<file path="config.mk">
export PLATFORM = sky130hd
export DESIGN_NAME = kbd_rx_port
export DESIGN_NICKNAME = d
export VERILOG_FILES = /design/src/rtl/kbd_rx_pkg.sv /design/src/rtl/kbd_line_sync.sv /design/src/rtl/kbd_frame_rx.sv /design/src/rtl/kbd_bus_regs.sv /design/src/rtl/kbd_rx_port.sv
export SDC_FILE = /design/constraint.sdc
export NUM_CORES = 1
export LEC_CHECK = 0
export BUFFER_PORTS_ARGS = -buffer_cell sky130_fd_sc_hd__clkbuf_2
export CORE_ASPECT_RATIO = 1.1
export CORE_UTILIZATION = 55
export DETAILED_ROUTE_END_ITERATION = 10
export GPL_TIMING_DRIVEN = 0
export MAX_ROUTING_LAYER = met4
export PLACE_DENSITY = 0.77
export SETUP_SLACK_MARGIN = 0.4
export SLEW_MARGIN = 10
export SYNTH_ARGS = -nofsm -noshare
export SYNTH_HDL_FRONTEND = slang
export SYNTH_SLANG_ARGS = --single-unit
export TNS_END_PERCENT = 1
</file>
<file path="constraint.sdc">
create_clock -name clk -period 2.3 [get_ports clk]
set_input_delay 0.115 -clock clk [delete_from_list [all_inputs] [get_ports clk]]
set_output_delay 0.115 -clock clk [all_outputs]
set_load 0.02 [all_outputs]
</file>
<file path="src/rtl/kbd_rx_pkg.sv">
package kbd_rx_pkg;
   localparam int FRAME_BITS = 11;
   localparam int BYTE_W     = 8;

   typedef logic [BYTE_W-1:0] scan_t;

   typedef struct packed {
      logic [BYTE_W-3:0] zero;
      logic              pending;
      logic              overrun;
   } stat_t;

   function automatic logic odd_ok(input logic [BYTE_W:0] bits);
      return ^bits;
   endfunction
endpackage

</file>
<file path="src/rtl/kbd_line_sync.sv">
module kbd_line_sync #(
   parameter int STAGES = 2
) (
   input  logic clk,
   input  logic rst_n,
   input  logic kclk_i,
   input  logic kdat_i,
   output logic kdat_s,
   output logic kclk_high,
   output logic kclk_fall
);
   localparam int TOP = STAGES - 1;

   if (STAGES < 2) begin : g_bad_stages
      $error("kbd_line_sync: STAGES must be at least 2");
   end

   logic [TOP:0] c_sh;
   logic [TOP:0] d_sh;
   logic         c_prev;

   always_ff @(posedge clk) begin
      if (!rst_n) begin
         c_sh   <= '1;
         d_sh   <= '1;
         c_prev <= 1'b1;
      end else begin
         c_sh   <= {c_sh[TOP-1:0], kclk_i};
         d_sh   <= {d_sh[TOP-1:0], kdat_i};
         c_prev <= c_sh[TOP];
      end
   end

   assign kdat_s    = d_sh[TOP];
   assign kclk_high = c_sh[TOP];
   assign kclk_fall = c_prev & ~c_sh[TOP];


   fall_single_chk: assert property (@(posedge clk) disable iff (!rst_n)
      kclk_fall |=> !kclk_fall);
endmodule

</file>
<file path="src/rtl/kbd_frame_rx.sv">
module kbd_frame_rx
   import kbd_rx_pkg::*;
#(
   parameter int IDLE_LIMIT = 5000
) (
   input  logic  clk,
   input  logic  rst_n,
   input  logic  kdat_s,
   input  logic  kclk_high,
   input  logic  kclk_fall,
   output logic  frm_valid,
   output scan_t frm_byte
);
   localparam int IDX_W  = $clog2(FRAME_BITS);
   localparam int CNT_W  = $clog2(IDLE_LIMIT + 1);
   localparam int LAST   = FRAME_BITS - 1;

   if (IDLE_LIMIT < 2) begin : g_bad_limit
      $error("kbd_frame_rx: IDLE_LIMIT must be at least 2");
   end

   logic [IDX_W-1:0]  bit_idx;
   logic [BYTE_W:0]   sh;
   logic              start_q;
   logic [CNT_W-1:0]  idle_cnt;
   logic              frame_good;

   assign frame_good = !start_q && kdat_s && odd_ok(sh);

   always_ff @(posedge clk) begin
      if (!rst_n) begin
         bit_idx   <= '0;
         sh        <= '0;
         start_q   <= 1'b1;
         idle_cnt  <= '0;
         frm_valid <= 1'b0;
         frm_byte  <= '0;
      end else begin
         frm_valid <= 1'b0;
         if (kclk_fall) begin
            idle_cnt <= '0;
            if (bit_idx == '0) begin
               start_q <= kdat_s;
               bit_idx <= IDX_W'(1);
            end else if (bit_idx != IDX_W'(LAST)) begin
               sh      <= {kdat_s, sh[BYTE_W:1]};
               bit_idx <= bit_idx + IDX_W'(1);
            end else begin
               bit_idx <= '0;
               if (frame_good) begin
                  frm_valid <= 1'b1;
                  frm_byte  <= sh[BYTE_W-1:0];
               end
            end
         end else if (bit_idx != '0 && kclk_high) begin
            if (idle_cnt == CNT_W'(IDLE_LIMIT - 1)) begin
               idle_cnt <= '0;
               bit_idx  <= '0;
            end else begin
               idle_cnt <= idle_cnt + CNT_W'(1);
            end
         end
      end
   end


   valid_idle_chk: assert property (@(posedge clk) disable iff (!rst_n)
      frm_valid |-> bit_idx == '0);

   idle_bound_chk: assert property (@(posedge clk) disable iff (!rst_n)
      idle_cnt < CNT_W'(IDLE_LIMIT));
endmodule

</file>
<file path="src/rtl/kbd_bus_regs.sv">
module kbd_bus_regs
   import kbd_rx_pkg::*;
#(
   parameter int ADDR_W    = 1,
   parameter int DATA_ADDR = 0,
   parameter int STAT_ADDR = 1
) (
   input  logic              clk,
   input  logic              rst_n,
   input  logic              frm_valid,
   input  scan_t             frm_byte,
   input  logic              cs_i,
   input  logic              rd_i,
   input  logic [ADDR_W-1:0] addr_i,
   output scan_t             rdata_o,
   output logic              irq_o
);
   if (DATA_ADDR == STAT_ADDR || DATA_ADDR >= (1 << ADDR_W) || STAT_ADDR >= (1 << ADDR_W))
   begin : g_bad_map
      $error("kbd_bus_regs: register addresses must differ and fit ADDR_W");
   end

   logic  acc, acc_q, first;
   logic  sel_dat, sel_st, dat_hit, st_hit;
   scan_t hold;
   logic  irq_q, ovr_q;
   stat_t stat;

   assign acc     = cs_i & rd_i;
   assign first   = acc & ~acc_q;
   assign sel_dat = addr_i == ADDR_W'(DATA_ADDR);
   assign sel_st  = addr_i == ADDR_W'(STAT_ADDR);
   assign dat_hit = first & sel_dat;
   assign st_hit  = first & sel_st;

   always_ff @(posedge clk) begin
      if (!rst_n) begin
         acc_q <= 1'b0;
         hold  <= '0;
         irq_q <= 1'b0;
         ovr_q <= 1'b0;
      end else begin
         acc_q <= acc;
         if (frm_valid) hold <= frm_byte;
         if (frm_valid)    irq_q <= 1'b1;
         else if (dat_hit) irq_q <= 1'b0;
         if (frm_valid && irq_q && !dat_hit) ovr_q <= 1'b1;
         else if (st_hit)                    ovr_q <= 1'b0;
      end
   end

   always_comb begin
      stat         = '0;
      stat.pending = irq_q;
      stat.overrun = ovr_q;
      rdata_o      = '0;
      if (acc && sel_dat)     rdata_o = hold;
      else if (acc && sel_st) rdata_o = stat;
   end

   assign irq_o = irq_q;


   irq_rise_chk: assert property (@(posedge clk) disable iff (!rst_n)
      $rose(irq_q) |-> $past(frm_valid));

   irq_ack_chk: assert property (@(posedge clk) disable iff (!rst_n)
      (dat_hit && !frm_valid) |=> !irq_q);

   ovr_rise_chk: assert property (@(posedge clk) disable iff (!rst_n)
      $rose(ovr_q) |-> $past(frm_valid && irq_q));

   ovr_keep_chk: assert property (@(posedge clk) disable iff (!rst_n)
      (ovr_q && !st_hit) |=> ovr_q);
endmodule

</file>
<file path="src/rtl/kbd_rx_port.sv">
module kbd_rx_port
   import kbd_rx_pkg::*;
#(
   parameter int SYNC_STAGES = 2,
   parameter int IDLE_LIMIT  = 5000,
   parameter int ADDR_W      = 1
) (
   input  logic              clk,
   input  logic              rst_n,
   input  logic              kbd_clk_i,
   input  logic              kbd_dat_i,
   input  logic              cs_i,
   input  logic              rd_i,
   input  logic [ADDR_W-1:0] addr_i,
   output logic [7:0]        rdata_o,
   output logic              irq_o
);
   logic  kdat_s, kclk_high, kclk_fall, frm_valid;
   scan_t frm_byte;

   kbd_line_sync #(.STAGES(SYNC_STAGES)) u_sync (
      .clk(clk), .rst_n(rst_n), .kclk_i(kbd_clk_i), .kdat_i(kbd_dat_i),
      .kdat_s(kdat_s), .kclk_high(kclk_high), .kclk_fall(kclk_fall));

   kbd_frame_rx #(.IDLE_LIMIT(IDLE_LIMIT)) u_frame (
      .clk(clk), .rst_n(rst_n), .kdat_s(kdat_s), .kclk_high(kclk_high),
      .kclk_fall(kclk_fall), .frm_valid(frm_valid), .frm_byte(frm_byte));

   kbd_bus_regs #(.ADDR_W(ADDR_W), .DATA_ADDR(0), .STAT_ADDR(1)) u_regs (
      .clk(clk), .rst_n(rst_n), .frm_valid(frm_valid), .frm_byte(frm_byte),
      .cs_i(cs_i), .rd_i(rd_i), .addr_i(addr_i), .rdata_o(rdata_o), .irq_o(irq_o));
endmodule

</file>
# Word level (Yosys, flattened, before mapping)
# Cells that the tools add are included.
[op_classes]
eq_ne = 2
bitwise = 12
shifts = 0
n_mux = 13
n_lt_le_gt_ge = 0
addsub = 2
n_reduce_logical = 22
div = 0
multipliers = 0
[ops]
columns = ["cell", "n"]
rows = [
  ["two-way mux 4 bit", 5],
  ["adder 13 x 1 -> 13 bit (second input constant)", 1],
  ["== test 13 bit (second input constant)", 1],
  ["two-way mux 13 bit", 1],
  ["parity 9 bit", 1],
  ["two-way mux 8 bit", 1],
  ["nonzero test 2 bit", 4],
  ["logical AND 1 bit", 7],
  ["inverter 1 bit", 7],
  ["AND 1 bit", 5],
  ["two-way mux 1 bit", 5],
  ["adder 4 x 1 -> 4 bit (second input constant)", 1],
  ["logical NOT 4 bit", 1],
  ["!= test 4 bit (second input constant)", 1],
  ["AND reduction 2 bit", 2],
  ["AND reduction 4 bit", 1],
  ["nonzero test 4 bit", 1],
  ["OR reduction 4 bit", 1],
  ["AND reduction 3 bit", 1],
  ["logical NOT 1 bit", 2],
  ["two-way mux 2 bit", 1],
  ["OR reduction 2 bit", 1],
]
[totals]
ff_bits = 52
latch_bits = 0
romBits = 0
ram_bits = 0
out_inout_bits = 9
word_cells = 64
memories = 0

# Depth between registers and ports, before layout
# Gate-level depths: netlist of run 1.
[logic_depth]
word_depth = 6
mapped_depth = 8
mapped_depth_nobuf = 6

# Hierarchy
# Synthesis of run 1 repeated with hierarchy kept, for this count alone.
[unflattened]
hier_cells = 243
hier_area_um2 = 2333.5
[by_module_without_submodules]
columns = ["module", "seq_area_each_um2", "area_each_um2", "cells_each", "instances"]
rows = [
  ["kbd_frame_rx", 720.7, 1676.6, 182, 1],
  ["kbd_bus_regs", 220.2, 519.2, 50, 1],
  ["kbd_line_sync", 100.1, 137.6, 11, 1],
]

# Worst setup path after synthesis of run 1
# No wires, ideal clock.
[synth_timing]
path_type = "register to register"
startpoint = "reg u_frame.bit_idx[0]"
endpoint = "reg u_frame.bit_idx[2]"
slack_ps = 454
period_less_slack_ps = 1846
stages_incl_launch_ff = 9
t_arrival_ps = 1772
required_ps = 2226
setup_ps = 74
path_cell_list = "dfxtp_1 > inv_1 > ha_1 > or3b_2 > buf_2 > nand3_1 > buf_2 > or3b_2 > a31oi_1"
[synth_between]
elab_chain_cells = 4
word_cells_on_any_way = 10
classes_between = "1 x add/sub; 1 x eq/ne; 3 x mux; 5 x reduce/logical"
[synth_lines]
columns = ["element", "line", "rtl"]
rows = [
  ["start, declared", "kbd_frame_rx.sv:22", "logic [IDX_W-1:0] bit_idx;"],
  ["start signal, assigned", "kbd_frame_rx.sv:47", "bit_idx <= bit_idx + IDX_W'(1);"],
  ["adder 4 x 1 -> 4 bit, or another cell as far along", "kbd_frame_rx.sv:47", ""],
  ["two-way mux 4 bit or logical AND 1 bit (tied branches)", "kbd_frame_rx.sv:45, kbd_frame_rx.sv:55", ""],
  ["two-way mux 4 bit or nonzero test 2 bit (tied branches)", "-", ""],
  ["two-way mux 4 bit or AND reduction 2 bit (tied branches)", "-", ""],
]
# Several ways; a longest one is shown, not always the timed one.
# A chain may end at the register's enable or synchronous reset.

# Worst setup path in the final report of run 1
[layout_timing]
startpoint = "reg u_frame.bit_idx[0]"
endpoint = "reg u_frame.sh[4]"
[layout_between]
elab_chain_cells = 3
word_cells_on_any_way = 4
classes_between = "1 x eq/ne; 1 x bitwise; 2 x reduce/logical"
[layout_lines]
columns = ["element", "line", "rtl"]
rows = [
  ["logical NOT 4 bit", "kbd_frame_rx.sv:42", "if (bit_idx == '0) begin"],
  ["inverter 1 bit (no line)", "-", ""],
  ["AND reduction 3 bit (no line) *", "-", ""],
  ["end signal, assigned", "kbd_frame_rx.sv:46", "sh <= {kdat_s, sh[BYTE_W:1]};"],
  ["end, declared", "kbd_frame_rx.sv:23", "logic [BYTE_W:0] sh;"],
]
# Every way passes the cells marked *; elsewhere a longest branch is shown, timed or not.

==> results of run 1 <==
state kept, by name, indices dropped and copies added (netlist names):
register / flops
u_frame.start_q: 1
u_sync.c_prev: 1
u_frame.idle_cnt: 13
u_regs.irq_o: 1
u_regs.ovr_q: 1
u_regs.acc_q: 1
u_sync.c_sh: 2
u_frame.frm_byte: 8
u_frame.bit_idx: 4
u_regs.hold: 8
u_frame.sh: 9
u_sync.d_sh: 2
u_frame.frm_valid: 1
synth_stat cells (all sizes together):
cell,n,area (um^2)
dfxtp,52,1040
nor2,33,124
mux2i,28,293
nand2,25,93.8
nand3,11,55.1
a21oi,8,40.0
and2,8,50.1
clkbuf,8,30.0
xor2,8,70.1
nand4,7,43.8
nand2b,6,37.5
o21ai,6,30.0
buf,4,20.0
ha,4,50.1
inv,4,15.0
a31oi,3,18.8
nand3b,3,22.5
o211ai,3,22.5
or3,3,18.8
xnor2,3,26.3
and3,2,12.5
nor4b,2,17.5
o31ai,2,15.0
or3b,2,17.5
or4,2,15.0
xnor3,2,45.0
a311oi,1,8.76
and3b,1,8.76
and4,1,8.76
nor2b,1,6.26
nor4bb,1,10.0
o311ai,1,8.76
or4b,1,10.0
layer usage:
metal	up-vias	part of all wire	wire length [um]	track usage
met5	-	0	0	-
met4	0	0.019	84	0.0909
met3	6	0.033	141	0.0493
met2	36	0.50	2180	0.349
met1	841	0.44	1920	0.244
li1	901	-	-	-
cells by family after synthesis:
| logic type | count (synthesis) | synth area share |
|---|---|---|
| fa+ha+maj | 4 | 0.0219 |
| flops | 52 | 0.455 |
| xor+xnor | 13 | 0.0619 |
| mux | 28 | 0.128 |
| compound gates | 24 | 0.0629 |
| buf+inv | 16 | 0.0285 |
| simple gates | 109 | 0.241 |
critical path, stage by stage, from the launching register on:
cell and delay [ps]:
dfxtp_4 360, inv_1 80, ha_1 140, or3b_2 460, buf_6 150, nand3_4 60
clkbuf_4 190, mux2i_1 230, nor2_1 60
timing repair:
action / 4_1_cts / 5_1_grt
pin swaps: 1 / 1
endpoints found under the hold margin: 2 / 0
setup buffers: 1 / 1
resized for setup: 1 / 16
cloned: 0 / 1
hold buffers: 2 / 0
setup endpoints to repair: 21 / 27
worst paths after layout:
check | from | to | slack, ps | cells after the start
min | addr_i | u_regs.ovr_q | 90 | 2
min reg2reg | u_sync.d_sh[0] | u_sync.d_sh[1] | 410 | 1
max | u_frame.bit_idx[0] | u_frame.sh[4] | 460 | 8
max reg2reg | u_frame.bit_idx[0] | u_frame.sh[4] | 460 | 8
power by group through the flow:
stage / logic (W) / clock network, W / registers, W
floorplan: 0.0000402 / 0 / 0.000931
global placement: 0.0000571 / 0 / 0.000932
detailed placement: 0.0000580 / 0 / 0.000932
CTS: 0.0000634 / 0.000548 / 0.000911
global route: 0.0000752 / 0.000571 / 0.000912
finish: 0.0000678 / 0.000531 / 0.000911
cell type report:
cell class / instances / share of cell area
inverters: 4 / 0.00575
flip-flops and latches: 52 / 0.400
repair buffers: 19 / 0.0479
plain buffers: 12 / 0.0254
well taps: 52 / 0.0249
multi-input cells: 178 / 0.460
clock inverters: 1 / 0.00287
clock buffers: 7 / 0.0330
stage by stage:
step	util	setup slack [ps]	hold WS (ps)	area, um^2
2_1_floorplan	-	454	216	2290
3_3_place_gp	0.611	339	296	2420
3_5_place_dp	0.611	307	299	2420
4_1_cts	0.642	331	79.1	2540
5_1_grt	0.659	387	102	2610
6_report	0.659	457	87.8	2610
==> reports/metrics.yaml, run 1 <==
cells_and_area:
  nNetsFinal: 283
  finish.cell_count_without_fillers: 325
  drive_above_1_share: 0.139
  diodes: 0
  multiInputGateArea_mm2: 0.00120
  register_area_mm2: 0.00105
  synthToLayoutAreaGrowth_pct: 14.3
  final_common_cell: "dfxtp_1"
  mostFrequentLayoutCells: "dfxtp_1 (50), nor2_1 (33), mux2i_1 (27)"
  fillers: 353
synth:
  synth.avg_cell_area_um2: 9.29
  syn_nets: 257
  yosys_register_bits: 52
  yosysSeqAreaShare: 0.455
  syn_area_mm2: 0.00229
  ys_warn_count: 0
  synth_cell_types: 34
  synth_cells: 246
timing:
  finalCritPeriodShare: 0.801
  tightest_slew_ps: 632
  finalSetupTns_ps: 0
  setup_viol: 0
  fmax_ghz: 0.543
  slew_viol_final: 0
  rsz0062_at_grt: "yes"
  slew_headroom: 0.579
  period_minus_slack_ps: 1840
  clock_skew_ps: 4.16
  finalHoldViolations: 0
placement:
  gp_congestion: 0.818
  portBuffers: 14
  place_hpwl_um: 2940
  place_inst: 312
power_and_ir_drop:
  clkPwrFrac: 0.352
  powerDensity_mw_per_mm2: 578
  finalPower_w: 0.00151
  power_frac_comb: 0.045
  switching_share: 0.221
  seqPwrFrac: 0.603
  ir_drop_v: 0.000382
  p_int_w: 0.00118
  p_leak_nw: 1.01
  switching_power_w: 0.000334
cts:
  clock-sinks: 52
  cts_root_buf: "clkbuf_8"
  path_clk_slew_ps: 90
  numCtsBuffers: 5
  htreeDepth: 2
  clk_latency_ps: 310
  cts_tree: "built"
  cts.path.max_buffers: 2
floorplan:
  core_area_mm2: 0.00396
  dieArea_mm2: 0.00442
  num_rows: 24
  start_util: 0.577
  die_h_um: 69.6
  die_w_um: 63.5
  io_pins: 16
route:
  wl_per_cell_um: 13.3
  drc_errors: 0
  wirelength_um: 4330
  detail-route-antenna-nets: 0
  vias: 1784
  viasPerCell: 5.49
  drt_iter0_markers: 79
  drt_pass1_iterations: 5
worst_setup_path:
  worstSetupStartpointType: "flip-flop"
  cp_data_required_time_ps: 2480
  endpoint_kind: "flip-flop"
  critPathArrivalTime_ps: 2030
  path_class: "flip-flop to flip-flop"
  cp_max_fo: 6
global_routing:
  antenna_found_initial: 0
  grt_max_degree: 16
  grt_pass1_wl_um: 7090
  gr-total-overflow: 0
  grt_pass1_vias: 1608
  groute.usage.overall: 0.212
run:
  drv_cap: 0
status:
  status: "finished clean"
worst_hold_path:
  holdCritPathClass: "primary input to flip-flop"
No activity file was read; power rests on OpenSTA's default activity.
==> run 2: changes to the inputs <==
- ABC_AREA: unset -> 1
- PLACE_DENSITY: 0.77 -> 0.76
- clock period: 2.3 -> 1.9 ns (I/O delays scaled with it)
==> reports/metrics.yaml, run 2 <==
synth:
  synth_cells: 348  # +41%
  synth_common_cells: "nand2_1 (72), inv_1 (54), dfxtp_1 (52)"
  synth_edf_count: 0  # unchanged
  synth_top_area_frac: 0.417  # -0.0381
  ys_warn_count: 0  # unchanged
  synth_ff_type: "dfxtp_1"
  yosysSeqAreaShare: 0.417  # -0.0381
  synth_most_common_cell: "nand2_1"
  synth_cell_types: 32  # -5.9%
  syn_area_mm2: 0.00249  # +9.1%
  yosys_register_bits: 52  # unchanged
  syn_nets: 359  # +40%
  synth.avg_cell_area_um2: 7.17  # -23%
  async_reset_ff_frac: 0  # unchanged
  yosysTopAreaCell: "dfxtp_1"
  netlist_top_cells_area: "dfxtp_1 (42%), nand2_1 (11%), inv_1 (8.1%)"
cts:
  path_clk_slew_ps: 80  # about the same
  htreeDepth: 2  # unchanged
  numCtsBuffers: 5  # unchanged
  clock-sinks: 52  # unchanged
  cts_root_buf: "clkbuf_8"
  clk_latency_ps: 290  # -20 ps
  cts_tree: "built"
  cts.path.max_buffers: 2  # unchanged
worst_setup_path:
  cp_data_required_time_ps: 2130  # -350 ps
  cp_common_cell: "inv_2"
  path_class: "flip-flop to flip-flop"
  critPathSlowestCell: "dfxtp_2"
  endpoint_kind: "flip-flop"
  worstSetupStartpointType: "flip-flop"
  cpPeakStageDelay_ps: 370  # -90 ps
  cp_max_fo: 6  # unchanged
  cp_cell_sequence: "inv_2, ha_4, nand2_4, nand2_8, nor2_4, nand4_1, inv_2, or2_2, nand2_1, a21oi_2"
  critPathArrivalTime_ps: 1740  # -290 ps
floorplan:
  start_util: 0.578  # +0.00127
  dieArea_mm2: 0.00481  # +8.9%
  core_area_mm2: 0.00432  # +8.9%
  die_h_um: 72.6  # +4.3%
  die_w_um: 66.2  # +4.3%
  num_rows: 25  # +4.2%
  io_pins: 16  # unchanged
power_and_ir_drop:
  finalPower_w: 0.00185  # +22%
  switching_share: 0.239  # +0.0183
  ir_drop_v: 0.000371  # -2.9%
  switching_power_w: 0.000442  # +33%
  power_frac_comb: 0.092  # +0.047
  seqPwrFrac: 0.605  # +0.002
  clkPwrFrac: 0.303  # -0.049
  powerDensity_mw_per_mm2: 621  # +7.5%
  p_int_w: 0.00141  # +20%
  p_leak_nw: 1.29  # +28%
placement:
  place_hpwl_um: 3540  # +20%
  dp_slack_ps: 152  # -155 ps
  portBuffers: 14  # unchanged
  gp_congestion: 0.791  # -3.3%
  place_area_mm2: 0.00263  # +8.7%
route:
  viasPerCell: 5.18  # -5.6%
  drt_pass1_iterations: 4  # -1
  wl_per_cell_um: 11.8  # -11%
  drt_iter0_markers: 86  # +8.9%
  vias: 2279  # +28%
  detail-route-antenna-nets: 0  # unchanged
  drc_errors: 0  # unchanged
  wirelength_um: 5200  # +20%
cells_and_area:
  largest_register_ffs: 13  # unchanged
  fillers: 356  # +0.85%
  drive_above_1_share: 0.241  # +0.102
  top_regs: "u_frame.idle_cnt: 13 flops, u_frame.sh: 9 flops"
  final_common_cell: "nand2_1"
  regMostFlops: "u_frame.idle_cnt"
  diodes: 0  # unchanged
  nNetsFinal: 399  # +41%
  mostFrequentLayoutCells: "nand2_1 (70), inv_1 (48), dfxtp_1 (43)"
  synthToLayoutAreaGrowth_pct: 19.2
  postLayoutCellArea_mm2: 0.00297  # +14%
global_routing:
  groute.usage.overall: 0.227  # +0.0153
  gr-total-overflow: 0  # unchanged
  grt_pass1_vias: 2014  # +25%
  grt_max_degree: 14  # -2
  grt_pass1_wl_um: 8290  # +17%
  antenna_found_initial: 0  # unchanged
timing:
  clock_skew_ps: 5.74  # +1.58 ps
  tightest_slew_ps: 441  # -191 ps
  rsz0062_at_grt: "yes"
  period_minus_slack_ps: 1500  # -338 ps
  slew_headroom: 0.706  # +0.127
  finalCritPeriodShare: 0.792  # -0.00946
  finalSetupTns_ps: 0  # unchanged
  setup_viol: 0  # unchanged
  finalHoldViolations: 0  # unchanged
  slew_viol_final: 0  # unchanged
  setup_ws_ps: 396  # -61.6 ps
  fmax_ghz: 0.665  # +22%
worst_hold_path:
  holdCritPathClass: "primary input to flip-flop"
status:
  status: "finished clean"
run:
  drv_cap: 0  # unchanged
[run 2: cell count changes after synthesis, moves of 12 or more]
cell     change
nand3_1     +12
inv_1       +50
mux2i_1     -27
nand2_1     +47
a21oi_1     +20
o21ai_0     +17
[run 2: through the flow]
stage / hold WS (ps) / utilization / instances
final: 38.0 / 0.689 / 440
after global routing: 43.9 / 0.689 / 440
after CTS: 13.0 / 0.658 / 430
after detailed placement: 289 / 0.610 / 416
after global placement: 287 / 0.610 / 416
after floorplan: 202 / - / 348
[run 2: cells by family after synthesis]
family                   count (synthesis)  synth area share
AND/OR/NAND/NOR                        167             0.333
buffers and inverters                   65            0.0988
AO/OA/AOI/OAI                           57             0.120
flip-flops                              52             0.417
adder cells (fa/ha/maj)                  4            0.0201
XOR/XNOR                                 3            0.0105
[run 2: final cells by class]
class                   instances  area [um^2]  share of cell area
clock buffers                   5         68.8              0.0231
multi-input cells             232         1320               0.445
well taps                      54         67.6              0.0227
flip-flops and latches         52         1050               0.354
plain buffers                   8         32.5              0.0109
inverters                      57          216              0.0728
repair buffers                 32          214              0.0719
[run 2: repair_timing]
action | CTS | global route
hold buffers | 1 | 1
pin swaps | 7 | 8
hold endpoints to repair | 1 | 1
setup endpoints to repair | 26 | 26
setup buffers | 8 | 8
cloned | 0 | 1
resized for setup | 18 | 21
[run 2: path summary, 6_finish.rpt]
path,cells after the start,slack (ps),end,startpoint
worst min register to register,1,430,u_sync.c_sh[1],u_sync.c_sh[0]
worst min-delay path,3,40,u_regs.acc_q,rd_i
worst max-delay path,10,400,u_frame.idle_cnt[8],u_frame.bit_idx[1]
worst max register to register,10,400,u_frame.idle_cnt[8],u_frame.bit_idx[1]
[run 2: power groups by stage]
stage               Combinational, W  Sequential (W)  Clock [W]
floorplan                   0.000103         0.00114          0
global placement            0.000130         0.00114          0
detailed placement          0.000132         0.00114          0
CTS                         0.000151         0.00112   0.000573
global route                0.000190         0.00112   0.000614
finish                      0.000169         0.00112   0.000560
[run 2: metal layers]
layer  up-vias  global-route usage  part of all wire
li1       1187                   -                 -
met1      1044               0.256              0.46
met2        42               0.390              0.50
met3         6              0.0531             0.031
met4         0              0.0804             0.012
met5         -                   -                 0
[run 2: worst max-delay path, delay by kind of cell, from the launching register on]
family,cells,cell delay [ps]
AO/OA/AOI/OAI,1,90
flip-flops,1,370
adder cells (fa/ha/maj),1,160
AND/OR/NAND/NOR,6,620
buffers and inverters,2,190
==> run 3: changes to the inputs <==
- clock period: 1.9 -> 1.5 ns (I/O delays scaled with it)
==> reports/metrics.yaml, run 3 (synthesis results as in run 2) <==
status:
  status: "finished with violations"
  violations: "negative setup slack"
worst_setup_path:
  critPathArrivalTime_ps: 1720  # -20 ps
  cp_max_fo: 7  # +1
  cp_data_required_time_ps: 1700  # -430 ps
  worstSetupStartpointType: "flip-flop"
  path_class: "flip-flop to flip-flop"
  endpoint_kind: "flip-flop"
timing:
  setup_ws_ps: -27.0  # -423 ps
  clock_skew_ps: 6.04  # +0.297 ps
  finalSetupTns_ps: -43.1  # -43.1 ps
  slew_viol_final: 0  # unchanged
  fmax_ghz: 0.655  # -1.5%
  finalHoldViolations: 0  # unchanged
  setup_viol: 2  # +2
  rsz0062_at_grt: "yes"
  finalCritPeriodShare: 1.02  # +0.226
  tightest_slew_ps: 479  # +38.6 ps
  period_minus_slack_ps: 1530  # +22.8 ps
  fin_hold_ws_ps: 12.0  # -26.1 ps
  slew_headroom: 0.681  # -0.0257
cells_and_area:
  diodes: 0  # unchanged
  final_common_cell: "nand2_1"
  mostFrequentLayoutCells: "nand2_1 (71), inv_1 (48), dfxtp_1 (42)"
  nNetsFinal: 389  # -2.5%
  regMostFlops: "u_frame.idle_cnt"
  largest_register_ffs: 13  # unchanged
  synthToLayoutAreaGrowth_pct: 22.0
  finish.cell_count_without_fillers: 433  # -1.6%
  drive_above_1_share: 0.235  # -0.00610
  utilization: 0.705  # +0.0159
  top_regs: "u_frame.idle_cnt: 13 flops, u_frame.sh: 9 flops"
route:
  wirelength_um: 5500  # +5.7%
  drt_pass1_iterations: 4  # unchanged
  drc_errors: 0  # unchanged
  viasPerCell: 5.23  # +0.99%
  wl_per_cell_um: 12.7  # +7.5%
  detail-route-antenna-nets: 0  # unchanged
  drt_iter0_markers: 88  # +2.3%
  vias: 2265  # -0.61%
floorplan:
  start_util: 0.578  # unchanged
  num_rows: 25  # unchanged
  die_w_um: 66.2  # unchanged
  core_area_mm2: 0.00432  # unchanged
  io_pins: 16  # unchanged
  die_h_um: 72.6  # unchanged
  dieArea_mm2: 0.00481  # unchanged
cts:
  clk_latency_ps: 300  # about the same
  cts_tree: "built"
  clock-sinks: 52  # unchanged
  numCtsBuffers: 5  # unchanged
  cts_root_buf: "clkbuf_8"
  cts.path.max_buffers: 2  # unchanged
  htreeDepth: 2  # unchanged
  path_clk_slew_ps: 90  # about the same
placement:
  place_hpwl_um: 3590  # +1.4%
  gp_congestion: 0.774  # -2.2%
  portBuffers: 14  # unchanged
  place_inst: 416  # unchanged
power_and_ir_drop:
  powerDensity_mw_per_mm2: 879  # +41%
  p_leak_nw: 1.29  # +0.19%
  ir_drop_v: 0.000589  # +59%
worst_hold_path:
  holdCritPathClass: "primary input to flip-flop"
global_routing:
  antenna_found_initial: 0  # unchanged
  gr-total-overflow: 0  # unchanged
  grt_pass1_wl_um: 8600  # +3.8%
  grt_pass1_vias: 2017  # +0.15%
  groute.usage.overall: 0.240  # +0.0133
  grt_max_degree: 16  # +2
run:
  drv_cap: 0  # unchanged
-- run 3: worst paths after layout --
check	startpoint	end	cells past startpoint	slack, ps
setup / recovery	u_frame.bit_idx[0]	u_frame.idle_cnt[8]	10	-30
hold reg to reg	u_sync.d_sh[0]	u_sync.d_sh[1]	1	420
hold / removal	rd_i	u_regs.acc_q	3	10
setup reg to reg	u_frame.bit_idx[0]	u_frame.idle_cnt[8]	10	-30
-- run 3: power by group --
part / switching (W) / internal [W] / leakage (nW)
logic: 0.000140 / 0.0000764 / 0.803
clock network: 0.000455 / 0.000589 / 0.0645
registers: 0.0000170 / 0.00140 / 0.425
-- run 3: final cells by class --
cell class                 count  area (um^2)
buffer                         8         40.0
clock inverter                 1         30.0
timing repair buffer          22          164
multi-input combinational    232         1370
fill                         359         1270
tap                           54         67.6
sequential                    52         1060
inverter                      57          221
clock buffer                   7         96.3
-- run 3: metal layers --
layer  vias to the layer above  share of wire  track usage
met3                         9          0.019       0.0438
met5                         -              0            -
li1                       1171              -            -
met1                      1057           0.45        0.269
met4                         0          0.014       0.0757
met2                        28           0.52        0.429
-- run 3: worst max-delay path: stages, from the launching register on --
cell and delay (ps):
dfxtp_4 370, inv_4 80, ha_4 160, nand2_8 70, nand2_8 90, nor2_4 50
nand4_1 130, inv_2 80, or2_2 270, nand2_1 80, a21oi_2 30
-- run 3: per-stage QoR --
step | setup slack [ps] | total power [W] | area (um^2)
6_report | -27.0 | 0.00267 | 3040
2_1_floorplan | 55.2 | 0.00157 | 2500
4_1_cts | -49.0 | 0.00266 | 2930
3_5_place_dp | -273 | 0.00162 | 2640
3_3_place_gp | -170 | 0.00161 | 2640
5_1_grt | -158 | 0.00276 | 3040
-- run 3: what timing repair did --
| item | CTS | global route |
|---|---|---|
| pin swaps | 6 | 5 |
| gates resized for setup | 22 | 33 |
| setup endpoints to repair | 46 | 39 |
| cloned | 1 | 0 |
| endpoints found under the hold margin | 2 | 0 |
| buffers inserted | 5 | 1 |
| hold buffers | 2 | 0 |
